## config.mk

```make
export PLATFORM = sky130hd
export DESIGN_NAME = sc_sync_seq
export DESIGN_NICKNAME = d
export VERILOG_FILES = /design/src/rtl/sc_seq_pkg.sv /design/src/rtl/sc_supply_timer.sv /design/src/rtl/sc_card_clock.sv /design/src/rtl/sc_bit_engine.sv /design/src/rtl/sc_sync_seq.sv
export SDC_FILE = /design/constraint.sdc
export NUM_CORES = 1
export LEC_CHECK = 0
export CORE_UTILIZATION = 57
export CTS_CLUSTER_DIAMETER = 30
export DETAILED_ROUTE_END_ITERATION = 7
export DONT_BUFFER_PORTS = 1
export PLACE_DENSITY = 0.72
export SLEW_MARGIN = 20
export SYNTH_ARGS = -nofsm -noshare
export SYNTH_HDL_FRONTEND = slang
export SYNTH_HIERARCHICAL = 1
export SYNTH_SLANG_ARGS = --single-unit
```

## constraint.sdc

```tcl
create_clock -name clk -period 2.95 [get_ports clk]
set_input_delay 0.1475 -clock clk [delete_from_list [all_inputs] [get_ports clk]]
set_output_delay 0.1475 -clock clk [all_outputs]
set_load 0.03 [all_outputs]
```

## src/rtl/sc_seq_pkg.sv

```systemverilog
package sc_seq_pkg;
   typedef enum logic [1:0] {
      ST_IDLE   = 2'd0,
      ST_WAIT   = 2'd1,
      ST_SETTLE = 2'd2,
      ST_ACTIVE = 2'd3
   } seq_state_t;
endpackage

```

## src/rtl/sc_supply_timer.sv

```systemverilog
module sc_supply_timer #(
   parameter int TMR_W = 16
) (
   input  logic             clk,
   input  logic             rst_n,
   input  logic             load,
   input  logic [TMR_W-1:0] load_val,
   output logic             expired
);
   logic [TMR_W-1:0] cnt_q;
   logic             arm_q;

   always_ff @(posedge clk) begin
      if (!rst_n) begin
         cnt_q <= '0;
         arm_q <= 1'b0;
      end else if (load) begin
         cnt_q <= load_val;
         arm_q <= 1'b1;
      end else if (cnt_q != '0) begin
         cnt_q <= cnt_q - 1'b1;
      end
   end

   assign expired = arm_q && (cnt_q == '0);
endmodule

```

## src/rtl/sc_card_clock.sv

```systemverilog
module sc_card_clock #(
   parameter int HP_W = 8
) (
   input  logic            clk,
   input  logic            rst_n,
   input  logic            run,
   input  logic            hold_lvl,
   input  logic [HP_W-1:0] half_bit,
   output logic            card_clk,
   output logic            rise_evt,
   output logic            fall_evt
);
   logic [HP_W-1:0] ph_q;
   logic            lvl_q;
   logic            ph_end;

   assign ph_end   = run && (ph_q == half_bit - 1'b1);
   assign rise_evt = ph_end && !lvl_q;
   assign fall_evt = ph_end && lvl_q;
   assign card_clk = lvl_q;

   always_ff @(posedge clk) begin
      if (!rst_n) begin
         ph_q  <= '0;
         lvl_q <= 1'b0;
      end else if (!run) begin
         ph_q  <= '0;
         lvl_q <= hold_lvl;
      end else if (ph_end) begin
         ph_q  <= '0;
         lvl_q <= !lvl_q;
      end else begin
         ph_q  <= ph_q + 1'b1;
      end
   end
endmodule

```

## src/rtl/sc_bit_engine.sv

```systemverilog
module sc_bit_engine #(
   parameter int DW    = 8,
   parameter int CNT_W = 6
) (
   input  logic             clk,
   input  logic             rst_n,
   input  logic             dir_tx,
   input  logic             len_reload,
   input  logic [CNT_W-1:0] len_val,
   input  logic [DW-1:0]    tx_data,
   input  logic             irq_clr,
   input  logic             rise_evt,
   input  logic             fall_evt,
   input  logic             io_in,
   output logic             dir_q,
   output logic             tx_bit,
   output logic [DW-1:0]    rx_data,
   output logic             irq
);
   logic [CNT_W-1:0] cnt_q, lim_q, cnt_nx;
   logic [DW-1:0]    tx_q, rx_q;
   logic             irq_q, flip, step, hit;

   assign flip   = dir_tx != dir_q;
   assign cnt_nx = cnt_q + 1'b1;
   assign step   = rise_evt && !len_reload && !flip && (cnt_q != lim_q);
   assign hit    = step && (cnt_nx == lim_q);

   always_ff @(posedge clk) begin
      if (!rst_n) begin
         dir_q <= 1'b0;
         cnt_q <= '0;
         lim_q <= '0;
         tx_q  <= '0;
         rx_q  <= '0;
         irq_q <= 1'b0;
      end else begin
         dir_q <= dir_tx;
         if (len_reload) begin
            cnt_q <= '0;
            lim_q <= len_val;
            tx_q  <= tx_data;
         end else begin
            if (flip)
               cnt_q <= '0;
            else if (step)
               cnt_q <= cnt_nx;
            if (fall_evt && dir_q)
               tx_q <= {1'b1, tx_q[DW-1:1]};
         end
         if (rise_evt && !dir_q)
            rx_q <= {io_in, rx_q[DW-1:1]};
         if (hit)
            irq_q <= 1'b1;
         else if (irq_clr)
            irq_q <= 1'b0;
      end
   end

   assign tx_bit  = tx_q[0];
   assign rx_data = rx_q;
   assign irq     = irq_q;
endmodule

```

## src/rtl/sc_sync_seq.sv

```systemverilog
module sc_sync_seq
   import sc_seq_pkg::*;
#(
   parameter int DW         = 8,
   parameter int CNT_W      = 6,
   parameter int TMR_W      = 16,
   parameter int HP_W       = 8,
   parameter int SETTLE_CYC = 4
) (
   input  logic             clk,
   input  logic             rst_n,
   input  logic             pwr_req,
   input  logic [TMR_W-1:0] pwr_tmo,
   input  logic             rdy_gate,
   input  logic             sup_good,
   input  logic             clk_off,
   input  logic             clk_idle,
   input  logic             rst_bit,
   input  logic             dir_tx,
   input  logic [HP_W-1:0]  half_bit,
   input  logic [CNT_W-1:0] len_val,
   input  logic             len_reload,
   input  logic [DW-1:0]    tx_data,
   input  logic             irq_clr,
   input  logic             io_in,
   output logic             card_clk,
   output logic             card_rst,
   output logic             io_out,
   output logic             io_oe,
   output logic [DW-1:0]    rx_data,
   output logic             irq,
   output logic             act_done,
   output logic             sup_expired
);
   localparam int SC_W = (SETTLE_CYC > 1) ? $clog2(SETTLE_CYC) : 1;

   generate
      if (DW < 2) begin : g_bad_dw
         $error("sc_sync_seq: DW must be at least 2");
      end
      if (CNT_W < 1 || HP_W < 1 || TMR_W < 1) begin : g_bad_w
         $error("sc_sync_seq: widths must be positive");
      end
      if (SETTLE_CYC < 1) begin : g_bad_settle
         $error("sc_sync_seq: SETTLE_CYC must be at least 1");
      end
   endgenerate

   seq_state_t      st_q, st_d;
   logic [SC_W-1:0] sc_q;
   logic            crst_q, expired, trig, active, run, hold_lvl;
   logic            rise_evt, fall_evt, dir_q, tx_bit;

   sc_supply_timer #(.TMR_W(TMR_W)) u_tmr (
      .clk      (clk),
      .rst_n    (rst_n),
      .load     (pwr_req),
      .load_val (pwr_tmo),
      .expired  (expired)
   );

   assign trig = rdy_gate ? sup_good : expired;

   always_comb begin
      st_d = st_q;
      unique case (st_q)
         ST_WAIT:   if (trig) st_d = ST_SETTLE;
         ST_SETTLE: if (sc_q == SC_W'(SETTLE_CYC - 1)) st_d = ST_ACTIVE;
         default:   st_d = st_q;
      endcase
      if (pwr_req)
         st_d = ST_WAIT;
   end

   always_ff @(posedge clk) begin
      if (!rst_n) begin
         st_q   <= ST_IDLE;
         sc_q   <= '0;
         crst_q <= 1'b0;
      end else begin
         st_q   <= st_d;
         sc_q   <= (st_q == ST_SETTLE) ? sc_q + 1'b1 : '0;
         crst_q <= rst_bit;
      end
   end

   assign active   = (st_q == ST_ACTIVE);
   assign run      = active && !clk_off;
   assign hold_lvl = active && clk_idle;

   sc_card_clock #(.HP_W(HP_W)) u_cclk (
      .clk      (clk),
      .rst_n    (rst_n),
      .run      (run),
      .hold_lvl (hold_lvl),
      .half_bit (half_bit),
      .card_clk (card_clk),
      .rise_evt (rise_evt),
      .fall_evt (fall_evt)
   );

   sc_bit_engine #(.DW(DW), .CNT_W(CNT_W)) u_bits (
      .clk        (clk),
      .rst_n      (rst_n),
      .dir_tx     (dir_tx),
      .len_reload (len_reload),
      .len_val    (len_val),
      .tx_data    (tx_data),
      .irq_clr    (irq_clr),
      .rise_evt   (rise_evt),
      .fall_evt   (fall_evt),
      .io_in      (io_in),
      .dir_q      (dir_q),
      .tx_bit     (tx_bit),
      .rx_data    (rx_data),
      .irq        (irq)
   );

   assign io_oe       = active && dir_q;
   assign io_out      = io_oe ? tx_bit : 1'b1;
   assign card_rst    = crst_q;
   assign act_done    = active;
   assign sup_expired = expired;
endmodule

```

==> summary.md <==
## Global routing
- 0 — antenna violations before repair
- 0 — global-route congestion overflow total
- 2548 — via count of the first global-routing pass
- 11.1 mm — first-pass GRT wire length
- 35 — pin count of the biggest net entering global routing
- 23.3% — Global Route Usage Sum

## Yosys
- sky130_fd_sc_hd__dfxtp_1 37%, sky130_fd_sc_hd__mux2i_1 9.0%, sky130_fd_sc_hd__xor2_1 5.0%, sky130_fd_sc_hd__nand2_1 4.6%, sky130_fd_sc_hd__xnor2_1 4.2% — biggest area contributors in the synthesized netlist
- sky130_fd_sc_hd__dfxtp_1 — cell type with the largest total area after synthesis
- 0 — EDFF count, synth
- 3330 um^2 — post-synthesis instance area
- 6 — count of yosys warnings during synthesis
- 36.6% — proportion of synthesized chip area in sequential cells
- 363 — number of cells produced by synthesis
- 61 — flip-flop and latch count after synthesis
- 36.6% — post-synth top area share
- 63 — count of distinct cell types in the synthesized netlist
- 9.18 um^2 — mean area per synthesized cell
- sky130_fd_sc_hd__dfxtp_1 — Most used DFF post-synth
- 418 — Net Count, Synth
- 0% — async set or reset register ratio after synthesis

## Critical path
- sky130_fd_sc_hd__a2111oi_0 — Critical Path Slowest Stage Cell
- 2.97 ns — data arrival time of the critical path
- 0.47 ns — delay of the slowest critical-path stage
- 3.20 ns — required time at the endpoint of the critical path
- compound AO/OA/AOI/OAI gates — gate family responsible for the most delay along the worst path
- 4 — worst-path maximum fanout
- 0 — Buf/Inv on CP
- reg2reg — worst setup path category
- xor2_1 > a2111oi_0 > a31oi_1 > a311o_4 > nor3b_2 > nand3_1 > a21oi_1 > mux2i_1 — chain of cells forming the critical path
- flop — Critical Path Start Type
- flop — crit path capture type

## STA
- 0.00868 ns — worst setup skew after layout
- 0.234 ns — Final Worst Setup Slack
- 92.1% — Final period util
- 0.986 ns — transition time at the pin with the least slew margin
- 0 ns — post-route setup TNS
- 2.72 ns — crit path time final
- 0 — final number of setup-violating endpoints
- 0 — Max Slew Vio Count
- 0.368 GHz — Peak Freq
- 0 — number of hold violations in the final report
- 34.1% — headroom to the max-slew limit
- no — RSZ-0062 raised after global routing

## Clocking
- 0.06 ns — clock edge transition at the registers on the reported setup and hold paths
- yes — CTS tree
- 9 — Inserted Clock Buffers
- 0 — number of post-CTS setup repair buffers
- sky130_fd_sc_hd__clkbuf_8 — root cell of the clock tree
- 2 — maximum buffer depth of the clock tree
- 0.33 ns — worst-skew pair later-pin latency
- 61 — number of sinks on the clock net
- 3 — H-tree depth

## Detailed routing
- 0 — post-detailed-route count of antenna-violating nets
- 6.54 mm — drt total wl
- 13.9 um — wire length per cell after detailed routing
- 5.46 — vias per cell
- 135 — Starting DRT DRC Count
- 2567 — via count of the routed design
- 4 — number of optimization iterations in the first detailed-route pass
- 0 — drt drc

## Placement
- 0.820 — RD Place Congestion
- 0 — Port Buffers
- 429 — # placed instances
- 0.117 ns — Worst Setup Slack post-DPL
- 4.47 mm — sum of net half-perimeters after detailed placement

## Outcome
- finished, final reports clean — status

## Cells and area
- 449 — number of nets in the layout
- 14.7% — Layout Area Growth over Synthesis
- 0 — diode insertion count for antenna repair
- 61 x sky130_fd_sc_hd__dfxtp_1, 41 x sky130_fd_sc_hd__nand2_1, 30 x sky130_fd_sc_hd__mux2i_1 — commonest cells after routing, fill and taps aside
- 470 — Final Non-Filler Cells
- sky130_fd_sc_hd__dfxtp_1 — most common cell after layout, fill and taps aside
- 9.55% — share of cells above drive strength 1

## Floorplan
- 5570 um^2 — core region area
- 65 — number of top-level pins
- 6160 um^2 — die area
- 78.5 um — DIE HEIGHT
- 27 — row cnt
- 59.8% — effective utilization at floorplan
- 78.5 um — width of the die

## Power and ir drop
- 463 nW/um^2 — power per cell area
- 0.307 mV — peak supply drop
- 1770 uW — Total Power Consumption
- 0.00147 uW — Leakage Power

## Flow run
- 0 — max-cap check violation count

## Hold path
- in2reg — class of the tightest hold or removal check

## flip-flops by register name, indices dropped and copies added, names as in the netlist
name / flops
st_q: 2
u_cclk/card_clk: 1
u_bits/tx_q: 8
u_bits/irq: 1
u_bits/lim_q: 6
u_tmr/arm_q: 1
u_tmr/cnt_q: 16
card_rst: 1
u_bits/cnt_q: 6
u_bits/dir_q: 1
u_bits/rx_data: 8
u_cclk/ph_q: 8
sc_q: 2
## cell families after synthesis
| kind of cell | count (synthesis) | synth area share (%) |
|---|---|---|
| muxes | 31 | 9.35 |
| and+or+nand+nor | 147 | 27.4 |
| adders and majority gates | 5 | 1.88 |
| xor gates and xnor gates | 37 | 10.2 |
| AOI/OAI and AO/OA | 58 | 11.5 |
| DFF | 61 | 36.6 |
| buffers and inverters | 24 | 3.12 |
## metal layers
layer	track usage, %	share of wire [%]	up-vias
li1	-	-	1332
met1	25.6	44	1165
met2	41.4	49	52
met3	6.16	4.2	18
met4	11.3	2.8	0
met5	0	0	-
## worst register-to-register path, stage by stage (launching register included)
cell and delay (ns):
sky130_fd_sc_hd__dfxtp_1 0.33, sky130_fd_sc_hd__xor2_1 0.20, sky130_fd_sc_hd__a2111oi_0 0.47, sky130_fd_sc_hd__a31oi_1 0.12, sky130_fd_sc_hd__a311o_4 0.46, sky130_fd_sc_hd__nor3b_2 0.32
sky130_fd_sc_hd__nand3_1 0.18, sky130_fd_sc_hd__a21oi_1 0.31, sky130_fd_sc_hd__mux2i_1 0.24
## power by group
| group | internal (uW) | switching [uW] |
|---|---|---|
| Combinational | 134 | 115 |
| Sequential | 863 | 45.7 |
| Clock | 321 | 292 |
| Total | 1320 | 453 |
## cell type report
class | instances | area [um^2]
clock buffers | 13 | 149
flip-flops and latches | 61 | 1220
repair buffers | 29 | 283
inverters | 15 | 56.3
well taps | 72 | 90.1
multi-input cells | 278 | 2010
fillers | 438 | 1750
clock inverters | 2 | 10.0
## cell usage after synthesis, types with 2 or more instances
cell / instances
sky130_fd_sc_hd__a211o_1: 2
sky130_fd_sc_hd__a211oi_1: 4
sky130_fd_sc_hd__a21o_1: 2
sky130_fd_sc_hd__a21oi_1: 6
sky130_fd_sc_hd__a31oi_1: 2
sky130_fd_sc_hd__and2_1: 14
sky130_fd_sc_hd__and3_1: 5
sky130_fd_sc_hd__and4b_1: 2
sky130_fd_sc_hd__clkbuf_1: 4
sky130_fd_sc_hd__dfxtp_1: 61
sky130_fd_sc_hd__ha_1: 5
sky130_fd_sc_hd__inv_1: 14
sky130_fd_sc_hd__mux2i_1: 30
sky130_fd_sc_hd__nand2_1: 41
sky130_fd_sc_hd__nand2b_1: 7
sky130_fd_sc_hd__nand3_1: 4
sky130_fd_sc_hd__nand3b_1: 4
sky130_fd_sc_hd__nand4_1: 6
sky130_fd_sc_hd__nand4b_1: 3
sky130_fd_sc_hd__nor2_1: 18
sky130_fd_sc_hd__nor2b_1: 19
sky130_fd_sc_hd__nor3_1: 4
sky130_fd_sc_hd__nor3b_1: 2
sky130_fd_sc_hd__nor4_4: 5
sky130_fd_sc_hd__o211ai_1: 3
sky130_fd_sc_hd__o21a_1: 2
sky130_fd_sc_hd__o21ai_0: 25
sky130_fd_sc_hd__xnor2_1: 16
sky130_fd_sc_hd__xor2_1: 19
## timing repair
action / CTS / global route
hold endpoints to repair: 45 / 0
resized for setup: 0 / 1
endpoints found under the setup margin: 0 / 12
hold buffers: 26 / 0
## through the flow
step | area, um^2 | utilization (%) | hold slack (ns)
2_1_floorplan | 3330 | - | 0.256
3_3_place_gp | 3400 | 61.0 | 0.259
3_5_place_dp | 3400 | 61.0 | 0.264
4_1_cts | 3820 | 68.5 | 0.00168
5_1_grt | 3820 | 68.6 | 0.0255
6_report | 3820 | 68.6 | 0.0183
## final timing paths
check	from	endpoint	slack, ns	cells after the start
worst min register to register	u_cclk/ph_q[0]	u_cclk/ph_q[0]	0.49	1
worst max-delay path	u_cclk/ph_q[7]	u_bits/cnt_q[0]	0.23	8
worst min-delay path	len_reload	u_bits/lim_q[2]	0.02	2
worst max register to register	u_cclk/ph_q[7]	u_bits/cnt_q[0]	0.23	8
Power figures use the tool's default switching activity.
